[src/rtl/txmb_pkg.sv]
package txmb_pkg;
    localparam int ID_W     = 30;
    localparam int WORD_W   = 32;
    localparam int DLC_W    = 4;
    localparam int MODE_W   = 3;
    localparam int MODE_LSB = 24;
    localparam int PRIO_LSB = 16;
    localparam int DLC_LSB  = 16;
    localparam int REQ_BIT  = 23;
    localparam int RTR_BIT  = 20;

    localparam logic [MODE_W-1:0] MODE_OFF = 3'd0;
    localparam logic [MODE_W-1:0] MODE_TX  = 3'd3;

    typedef enum logic [2:0] {
        SEL_MODE = 3'd0,
        SEL_ID   = 3'd1,
        SEL_DLO  = 3'd2,
        SEL_DHI  = 3'd3,
        SEL_CTRL = 3'd4
    } reg_sel_e;

    typedef enum logic [1:0] {
        ST_IDLE  = 2'd0,
        ST_OFFER = 2'd1,
        ST_WAIT  = 2'd2
    } arb_state_e;
endpackage

[src/rtl/txmb_store.sv]
module txmb_store
    import txmb_pkg::*;
#(
    parameter int NUM_MB = 16,
    parameter int PRIO_W = 4,
    parameter int IDX_W  = $clog2(NUM_MB)
) (
    input  logic                     clk,
    input  logic                     rst_n,
    input  logic                     wr_en,
    input  logic [IDX_W-1:0]         wr_mb,
    input  logic [2:0]               wr_sel,
    input  logic [WORD_W-1:0]        wr_data,
    input  logic [NUM_MB-1:0]        ev_clr,
    input  logic                     fin_done,
    input  logic                     fin_abort,
    input  logic [IDX_W-1:0]         fin_mb,
    input  logic [IDX_W-1:0]         rd_mb,
    output logic [NUM_MB-1:0]        cand,
    output logic [NUM_MB*PRIO_W-1:0] prio_flat,
    output logic [NUM_MB-1:0]        rdy,
    output logic [NUM_MB-1:0]        abt,
    output logic [NUM_MB-1:0]        evt,
    output logic [ID_W-1:0]          rd_id,
    output logic                     rd_rtr,
    output logic [DLC_W-1:0]         rd_dlc,
    output logic [2*WORD_W-1:0]      rd_data
);
    logic [MODE_W-1:0] mode_q [NUM_MB];
    logic [PRIO_W-1:0] prio_q [NUM_MB];
    logic [ID_W-1:0]   id_q   [NUM_MB];
    logic [WORD_W-1:0] dlo_q  [NUM_MB];
    logic [WORD_W-1:0] dhi_q  [NUM_MB];
    logic [DLC_W-1:0]  dlc_q  [NUM_MB];
    logic [NUM_MB-1:0] rtr_q, pend_q;

    always_ff @(posedge clk or negedge rst_n) begin
        if (!rst_n) begin
            for (int i = 0; i < NUM_MB; i++) begin
                mode_q[i] <= MODE_OFF;
                prio_q[i] <= '0;
                id_q[i]   <= '0;
                dlo_q[i]  <= '0;
                dhi_q[i]  <= '0;
                dlc_q[i]  <= '0;
            end
            rtr_q  <= '0;
            pend_q <= '0;
            rdy    <= '1;
            abt    <= '0;
            evt    <= '0;
        end else begin
            for (int i = 0; i < NUM_MB; i++) begin
                if (ev_clr[i]) evt[i] <= 1'b0;
                if (wr_en && wr_mb == IDX_W'(i)) begin
                    case (wr_sel)
                        SEL_MODE: begin
                            mode_q[i] <= wr_data[MODE_LSB +: MODE_W];
                            prio_q[i] <= wr_data[PRIO_LSB +: PRIO_W];
                        end
                        SEL_ID:  if (mode_q[i] == MODE_OFF) id_q[i] <= wr_data[ID_W-1:0];
                        SEL_DLO: dlo_q[i] <= wr_data;
                        SEL_DHI: dhi_q[i] <= wr_data;
                        SEL_CTRL: begin
                            if (wr_data[REQ_BIT] && mode_q[i] == MODE_TX && rdy[i]) begin
                                pend_q[i] <= 1'b1;
                                rdy[i]    <= 1'b0;
                                abt[i]    <= 1'b0;
                                rtr_q[i]  <= wr_data[RTR_BIT];
                                dlc_q[i]  <= wr_data[DLC_LSB +: DLC_W];
                            end
                        end
                        default: ;
                    endcase
                end
                if ((fin_done || fin_abort) && fin_mb == IDX_W'(i)) begin
                    pend_q[i] <= 1'b0;
                    rdy[i]    <= 1'b1;
                    abt[i]    <= fin_abort;
                    evt[i]    <= 1'b1;
                end
            end
        end
    end

    always_comb begin
        for (int i = 0; i < NUM_MB; i++) begin
            cand[i] = pend_q[i] && (mode_q[i] == MODE_TX);
            prio_flat[i*PRIO_W +: PRIO_W] = prio_q[i];
        end
    end

    assign rd_id   = id_q[rd_mb];
    assign rd_rtr  = rtr_q[rd_mb];
    assign rd_dlc  = dlc_q[rd_mb];
    assign rd_data = {dhi_q[rd_mb], dlo_q[rd_mb]};
endmodule

[src/rtl/txmb_pick.sv]
module txmb_pick #(
    parameter int NUM_MB = 16,
    parameter int PRIO_W = 4,
    parameter int IDX_W  = $clog2(NUM_MB)
) (
    input  logic [NUM_MB-1:0]        cand,
    input  logic [NUM_MB*PRIO_W-1:0] prio_flat,
    output logic                     any,
    output logic [IDX_W-1:0]         win_mb
);
    logic [PRIO_W-1:0] best;

    // Walk downward with <= so the lowest index keeps ties.
    always_comb begin
        best   = '1;
        win_mb = '0;
        any    = |cand;
        for (int i = NUM_MB - 1; i >= 0; i--) begin
            if (cand[i] && prio_flat[i*PRIO_W +: PRIO_W] <= best) begin
                best   = prio_flat[i*PRIO_W +: PRIO_W];
                win_mb = IDX_W'(i);
            end
        end
    end
endmodule

[src/rtl/txmb_fsm.sv]
module txmb_fsm
    import txmb_pkg::*;
#(
    parameter int IDX_W = 4
) (
    input  logic             clk,
    input  logic             rst_n,
    input  logic             any,
    input  logic [IDX_W-1:0] win_mb,
    input  logic             frm_ready,
    input  logic             tx_done,
    input  logic             tx_abort,
    output logic             frm_valid,
    output logic [IDX_W-1:0] cur_mb,
    output logic             fin_done,
    output logic             fin_abort
);
    arb_state_e state, nxt;

    always_ff @(posedge clk or negedge rst_n) begin
        if (!rst_n) begin
            state  <= ST_IDLE;
            cur_mb <= '0;
        end else begin
            state <= nxt;
            if (state == ST_IDLE && any) cur_mb <= win_mb;
        end
    end

    always_comb begin
        nxt = state;
        unique case (state)
            ST_IDLE:  if (any) nxt = ST_OFFER;
            ST_OFFER: if (frm_ready) nxt = ST_WAIT;
            ST_WAIT:  if (tx_done || tx_abort) nxt = ST_IDLE;
            default:  nxt = ST_IDLE;
        endcase
    end

    always_comb begin
        frm_valid = (state == ST_OFFER);
        fin_done  = (state == ST_WAIT) && tx_done;
        fin_abort = (state == ST_WAIT) && !tx_done && tx_abort;
    end
endmodule

[src/rtl/txmb_arbiter.sv]
module txmb_arbiter
    import txmb_pkg::*;
#(
    parameter int NUM_MB = 16,
    parameter int PRIO_W = 4,
    localparam int IDX_W = $clog2(NUM_MB)
) (
    input  logic                 clk,
    input  logic                 rst_n,
    input  logic                 wr_en,
    input  logic [IDX_W-1:0]     wr_mb,
    input  logic [2:0]           wr_sel,
    input  logic [WORD_W-1:0]    wr_data,
    input  logic [NUM_MB-1:0]    irq_en,
    input  logic [NUM_MB-1:0]    ev_clr,
    output logic                 frm_valid,
    input  logic                 frm_ready,
    output logic [IDX_W-1:0]     frm_mb,
    output logic [ID_W-1:0]      frm_id,
    output logic                 frm_rtr,
    output logic [DLC_W-1:0]     frm_dlc,
    output logic [2*WORD_W-1:0]  frm_data,
    input  logic                 tx_done,
    input  logic                 tx_abort,
    output logic [NUM_MB-1:0]    mb_ready,
    output logic [NUM_MB-1:0]    mb_abort,
    output logic [NUM_MB-1:0]    irq
);
    logic [NUM_MB-1:0]        cand, evt;
    logic [NUM_MB*PRIO_W-1:0] prio_flat;
    logic                     any, fin_done, fin_abort;
    logic [IDX_W-1:0]         win_mb, cur_mb;

    txmb_store #(.NUM_MB(NUM_MB), .PRIO_W(PRIO_W), .IDX_W(IDX_W)) u_store (
        .clk(clk), .rst_n(rst_n), .wr_en(wr_en), .wr_mb(wr_mb), .wr_sel(wr_sel),
        .wr_data(wr_data), .ev_clr(ev_clr), .fin_done(fin_done), .fin_abort(fin_abort),
        .fin_mb(cur_mb), .rd_mb(cur_mb), .cand(cand), .prio_flat(prio_flat),
        .rdy(mb_ready), .abt(mb_abort), .evt(evt), .rd_id(frm_id), .rd_rtr(frm_rtr),
        .rd_dlc(frm_dlc), .rd_data(frm_data)
    );

    txmb_pick #(.NUM_MB(NUM_MB), .PRIO_W(PRIO_W), .IDX_W(IDX_W)) u_pick (
        .cand(cand), .prio_flat(prio_flat), .any(any), .win_mb(win_mb)
    );

    txmb_fsm #(.IDX_W(IDX_W)) u_fsm (
        .clk(clk), .rst_n(rst_n), .any(any), .win_mb(win_mb), .frm_ready(frm_ready),
        .tx_done(tx_done), .tx_abort(tx_abort), .frm_valid(frm_valid), .cur_mb(cur_mb),
        .fin_done(fin_done), .fin_abort(fin_abort)
    );

    assign frm_mb = cur_mb;
    assign irq    = evt & irq_en;
endmodule

[config.mk]
export PLATFORM = sky130hd
export DESIGN_NAME = txmb_arbiter
export DESIGN_NICKNAME = d
export VERILOG_FILES = /design/src/rtl/txmb_pkg.sv /design/src/rtl/txmb_store.sv /design/src/rtl/txmb_pick.sv /design/src/rtl/txmb_fsm.sv /design/src/rtl/txmb_arbiter.sv
export SDC_FILE = /design/constraint.sdc
export NUM_CORES = 2
export LEC_CHECK = 0
export ABC_AREA = 1
export BUFFER_PORTS_ARGS = -buffer_cell sky130_fd_sc_hd__buf_4
export CAP_MARGIN = 40
export CORE_UTILIZATION = 30
export CTS_CLUSTER_DIAMETER = 80
export CTS_CLUSTER_SIZE = 14
export DETAILED_ROUTE_END_ITERATION = 7
export GPL_ROUTABILITY_DRIVEN = 0
export SYNTH_ARGS = -nofsm -noshare
export SYNTH_HDL_FRONTEND = slang
export SYNTH_SLANG_ARGS = --single-unit
[constraint.sdc]
create_clock -name clk -period 41.1 [get_ports clk]
set_input_delay 0 -clock clk [delete_from_list [all_inputs] [get_ports clk]]
set_output_delay 0 -clock clk [all_outputs]
set_load 0.1 [all_outputs]
## Word-level counts from Yosys, hierarchy flattened

Index checks and enable logic that the tools add are counted.

| word-level totals | value |
|---|---|
| bits in registers | 1766 |
| output and inout port bits | 152 |
| word-level logic and storage cells | 763 |

| operators by class | value |
|---|---|
| magnitude comparators | 18 |
| mux-type cells | 225 |
| bitwise gates (word level) | 2 |
| eq/ne operators | 55 |
| reductions and logical operators | 285 |

Operators with widths:

| operator | number |
|---|---|
| binary-select mux 32 bit (select 4 bit) | 2 |
| two-way mux 1 bit | 177 |
| AND reduction 3 bit | 49 |
| two-way mux 4 bit | 33 |
| two-way mux 32 bit | 4 |
| nonzero test 2 bit | 64 |
| binary-select mux 30 bit (select 4 bit) | 1 |
| logical AND 1 bit | 100 |
| AND reduction 2 bit | 48 |
| equality test 4 bit (second input constant) | 16 |
| <= comparator 4 bit | 15 |
| two-way mux 30 bit | 2 |
| equality test 3 x 2 -> 1 bit (second input constant) | 18 |
| zero test 3 bit | 17 |
| equality test 4 x 3 -> 1 bit (second input constant) | 8 |
| bitwise AND 16 bit | 1 |
| binary-select mux 4 bit (select 4 bit) | 1 |
| equality test 4 x 2 -> 1 bit (second input constant) | 4 |
| OR reduction 16 bit | 1 |
| equality test 4 x 1 -> 1 bit (second input constant) | 2 |
| zero test 4 bit | 2 |
| two-way mux 2 bit | 3 |
| inequality test 2 x 1 -> 1 bit (second input constant) | 3 |
| one-hot mux 2 bit (3 select lines) | 1 |
| 12 further kinds | 13 |

## Longest topological paths before layout

| depth | value |
|---|---|
| depth in word-level cells | 49 |
| depth in mapped cells | 155 |
| gate-level depth less buffers | 155 |

## Cells and area by module

A second synthesis with hierarchy kept.

| unflattened totals | value |
|---|---|
| cell total of the unflattened synthesis | 11471 |
| area, all modules | 85375.6 um^2 |

Modules (own cells, without submodules):

| module | instances | area each (um^2) | sequential area each (um^2) | cells an instance |
|---|---|---|---|---|
| txmb_store | 1 | 82140.0 | 44062.3 | 10888 |
| txmb_pick | 1 | 2836.5 | 0.0 | 517 |
| txmb_fsm | 1 | 279.0 | 150.1 | 34 |
| txmb_arbiter | 1 | 120.1 | 0.0 | 32 |

## Least setup slack after synthesis

OpenSTA, ideal clock, no wires.

| path | value |
|---|---|
| path type | register -> register |
| start point | reg u_store.mode_q[2] in the netlist's numbering |
| end point | reg u_fsm.cur_mb[2] |
| arrival time | 14.328 ns |
| cell stages (with the launch flop) | 127 |
| slack | 26.648 ns |
| buffers on the path | 0 |
| cell sequence | dfrtp_1 > inv_1 > nand4_1 > nor2_1 > ha_1 > a31oi_1 > nand2_1 > nand2_2 > nand2_2 > nand2_1 > o21ai_0 > ha_1 > nand2_1 > nor2_1 > nand3b_1 > nand2_2 > nand2_4 > nand2_1 > [... 91 more ...] > ha_1 > a21oi_1 > o211ai_1 > o21ai_0 > nand2_1 > or2_2 > nand2_1 > ha_1 > a21oi_1 > o21ai_0 > a21oi_1 > nor2_1 > nand2_1 > inv_1 > nand2_1 > nor2_1 > nand2_1 > o21ai_1 |

| between the ends | value |
|---|---|
| longest elaborated chain between the ends | 49 |
| elaborated cells between the ends (all ways) | 66 |
| those cells by class | 15 x order compare; 1 x eq/ne; 31 x mux; 19 x reduce/logical |

RTL lines:

| what | line | RTL |
|---|---|---|
| start, declared | txmb_store.sv:29 | `logic [MODE_W-1:0] mode_q [NUM_MB];` |
| start signal, assigned by index | txmb_store.sv:58 | `mode_q[i] <= wr_data[MODE_LSB +: MODE_W];` |
| equality test 3 x 2 -> 1 bit (*) | txmb_store.sv:88 | `cand[i] = pend_q[i] && (mode_q[i] == MODE_TX);` |
| logical AND 1 bit (*) | txmb_store.sv:88 |  |
| logical AND 1 bit | txmb_pick.sv:19 | `if (cand[i] && prio_flat[i*PRIO_W +: PRIO_W] <= best) begin` |
| two-way mux 4 bit | txmb_pick.sv:19 |  |
| <= comparator 4 bit | txmb_pick.sv:19 |  |
| logical AND 1 bit | txmb_pick.sv:19 |  |
| two-way mux 4 bit | txmb_pick.sv:19 |  |
| <= comparator 4 bit | txmb_pick.sv:19 |  |
| [... 33 more ...] | - |  |
| logical AND 1 bit | txmb_pick.sv:19 |  |
| two-way mux 4 bit | txmb_pick.sv:19 |  |
| <= comparator 4 bit | txmb_pick.sv:19 |  |
| logical AND 1 bit | txmb_pick.sv:19 |  |
| two-way mux 4 bit | txmb_pick.sv:19 |  |
| <= comparator 4 bit | txmb_pick.sv:19 |  |
| logical AND 1 bit | txmb_pick.sv:19 |  |
| two-way mux 4 bit | txmb_pick.sv:19 |  |
| end signal, assigned | txmb_fsm.sv:26 | `if (state == ST_IDLE && any) cur_mb <= win_mb;` |
| end, declared | txmb_fsm.sv:14 | `output logic [IDX_W-1:0] cur_mb,` |

Every way passes the cells marked *; elsewhere a longest branch is shown, timed or not.
A chain may end at the register's enable or synchronous reset.

## Worst setup path in the final report

Same ends and word-level chain as after synthesis.

==> results by group <==
Floorplan
  – Die W: between 500 and 600 microns
  – Site Rows: 183
  – Full die area: 0.2531 sq mm
  – I/O pin total: 229
  – Core area: 0.2491 sq mm
  – Die height: 503.1 microns
  – Initial core utilization: a little under a third

Global routing
  – Initial antenna violation count: 15
  – Largest net degree at the start of global routing: roughly 180
  – GRT Residual Overflow: 0
  – Met1 Use GR: a little over a quarter
  – First-pass GRT wire length: 378.9 mm
  – Global Route Usage Sum: 19.49%
  – Gr busiest metal: met2
  – Met3 usage: 2.998%
  – Met2 Use GR: between 30% and 40%
  – Vias in the first global route: 59930

Synth
  – Synth warn: 0
  – Top cells by count, synth: nand2_1, o21ai_0, dfrtp_1
  – Share of the synthesized area in the top cell type: between 50% and 60%
  – Synth area leaders: dfrtp_1, o21ai_0, nand2_1
  – Most common cell in the netlist: nand2_1
  – Synth Area in Compound Gates: 22.47%
  – Post-synthesis cell count: a little over 8000
  – Asr flop ratio synth: 100.0%
  – Post-synth EDFFs: 0
  – Mux contribution to synthesized area: 0%
  – Largest family of logic cells by synthesized area: compound AO/OA/AOI/OAI gates
  – Mapped Area: 0.07534 sq mm
  – Syn avg cell area: 9.169 sq um
  – Seq/Total Area, Yosys: between 50 and 60%
  – Cell variety after synth: 30
  – Post-Syn Nets: 8327
  – Biggest area consumer among synthesized cells: dfrtp_1
  – Main synth FF type: dfrtp_1
  – Yosys reg bits: 1766
  – Simple-gate share of the synthesized area: a little over an eighth
  – Xor and xnor area share after synthesis: 0%
  – Adder and majority gate portion of the synthesized area: 0.5647%

Detailed routing
  – Drt wl/cell: roughly 22 microns
  – Via count: 62010
  – DRC viols: 0
  – DR iter-0 viols: 7876
  – Pre-antenna DRT Iters: 6
  – DRT antenna net count: 0
  – Drt total wl: 250.6 mm
  – Vias per inst: ~5.4

Clock tree
  – CTS tree: built
  – Clk sinks: 1766
  – Postcts setup bufs: 0
  – Inserted Clock Buffers: around 140
  – Clk pin slew, worst setup/hold paths: 0.07 ns
  – Clock root cell: clkbuf_16
  – Clock tree buffer depth: 3
  – Clk Latency, worst-skew pair: 0.80 ns
  – H-tree levels: 4

Setup path
  – WP buf/inv: 10
  – Slowest-stage cell, CP: dfrtp_1
  – Crit path launch type: flop
  – Max FO, Critical Path: 10
  – Cell family with most CP delay: simple AND/OR/NAND/NOR gates
  – Crit. End Element: flop
  – Crit path DAT: 17.79 ns
  – Most common cell on crit path: nand2_1
  – Crit path kind: flop to flop
  – Worst path max stage delay: about 0.42 ns
  – WP data required: 41.78 ns

STA
  – Fin. Hold Viols: 0
  – Relative slew slack: 24.14%
  – Hold Slack: about 0.07 ns
  – Max-slew violations: 0
  – Clock skew: between 0.02 and 0.025 ns
  – Fmax: 0.05844 GHz
  – Worst Slack Setup Final: 23.99 ns
  – Worst-margin pin slew: about 1.1 ns
  – Minimum clock period: around 17 ns
  – Final Setup Violations: 0
  – Part of the cycle the worst path needs: 41.63%
  – Unrepaired setup endpoints after global routing: no
  – Final TNS setup: 0 ns

Layout
  – Non-Filler Instances: 11490
  – Core Util, Final: between 30 and 40%
  – Nets: 8238
  – Cell area after layout: roughly 0.085 sq mm
  – Area grow syn2layout: 13.38%
  – Layout cell share with drive strength beyond 1: under 10%

Power
  – Clock power share: 35.7%
  – Comb pwr share: 9.8%
  – Pint: 2.627 mW
  – Overall power: between 3 and 4 mW
  – Maximum vdd drop: around 35 uV
  – Sequential Power Share: ~55%
  – Pleak: 37.26 nW
  – Pwr per Cell Area: between 40 and 50 mW/mm^2
  – Psw: 0.9474 mW
  – Net Sw Frac: 26.50%

Outcome
  – Status: finished, final reports clean

Flow run
  – Max-Cap Viols: 0

Place
  – Placed cell count: 11230
  – Placed cell areas: 0.08065 sq mm
  – Hpwl dp: roughly 140 mm
  – Pre-CTS WS: 24.36 ns
  – Number of buffers added on ports: around 230

Min path
  – Class of the worst hold path: input pin to flop
per-layer routing:
metal	part of all wire, %	wire length, microns
met1	44	110200
met5	0	0
met3	7.5	18780
met4	2.4	6022
met2	46	115600
power groups by stage:
stage / sequential, mW / combinational (mW) / clock, mW
after CTS: 1.94 / 0.357 / 1.30
after global placement: 1.97 / 0.333 / 0
after global routing: 1.96 / 0.395 / 1.37
after floorplan: 1.97 / 0.214 / 0
final: 1.95 / 0.351 / 1.28
after detailed placement: 1.98 / 0.349 / 0
cells by family after synthesis:
kind of cell	Yosys count
AOI/OAI and AO/OA	2978
and+or+nand+nor	2483
DFF	1766
buffers and inverters	955
adders and majority gates	34
sequential cells by signal, indices dropped and copies added (netlist names):
name,flops
u_store.evt,16
u_store.rtr_q,16
u_store.dhi_q,512
u_store.id_q,480
u_store.prio_flat,64
u_store.abt,16
u_fsm.cur_mb,4
u_store.pend_q,16
u_store.dlc_q,64
u_store.mode_q,48
u_fsm.state,2
u_store.dlo_q,512
u_store.rdy,16
worst min-delay path: cells and delay by family:
kind                   cells  cell delay, ns
buffers and inverters      2            0.64
and+or+nand+nor            2            0.11
AOI/OAI and AO/OA          1            0.06
timing repair:
item                                   in CTS  in global routing
endpoints found under the hold margin    1683                  0
hold buffers                               82                  0
gates resized for setup                     0                  0
path summary, 6_finish.rpt:
path / endpoint / from / slack [ns] / depth (start not counted)
max: u_fsm.cur_mb[2] / u_store.mode_q[2] / 23.99 / 127
min: u_fsm.state[1] / tx_done / 0.07 / 5
max reg2reg: u_fsm.cur_mb[2] / u_store.mode_q[2] / 23.99 / 127
min reg2reg: u_store.rdy[7] / u_store.rdy[7] / 0.48 / 2
max in group asynchronous: u_store.dhi_q[22] / rst_n / 36.72 / 9
min in group asynchronous: u_store.id_q[134] / rst_n / 0.31 / 3
cells in the final DEF, fill, tap and decap left out, types with 3 or more instances in the layout:
master / count
nand2_1: 2002
o21ai_0: 1758
dfrtp_1: 1750
a22oi_1: 792
a21oi_1: 408
buf_4: 355
inv_1: 227
clkbuf_16: 147
nor2_1: 115
nand3_1: 100
or4_1: 100
dlygate4sd3_1: 81
nand2_2: 66
ha_1: 34
buf_16: 28
nand3b_1: 24
nor4_1: 21
dfstp_2: 16
clkbuf_1: 14
nand2_4: 13
nor3_1: 13
o21bai_1: 12
inv_6: 10
buf_12: 10
nand4_1: 9
inv_2: 9
nor2_2: 8
diode_2: 4
and2_1: 4
or2_2: 3
nor2_4: 3
clkinv_8: 3
buf_2: 3
cell type report:
type,count,area (sq um)
diodes,4,10.01
inverters,241,927.1
well taps,3330,4167
flip-flops and latches,1766,44210
fillers,25390,163700
multi-input cells,5495,27690
repair buffers,479,4492
clock inverters,12,160.2
clock buffers,163,3759
Note: power is estimated with default switching activity, not from simulation.
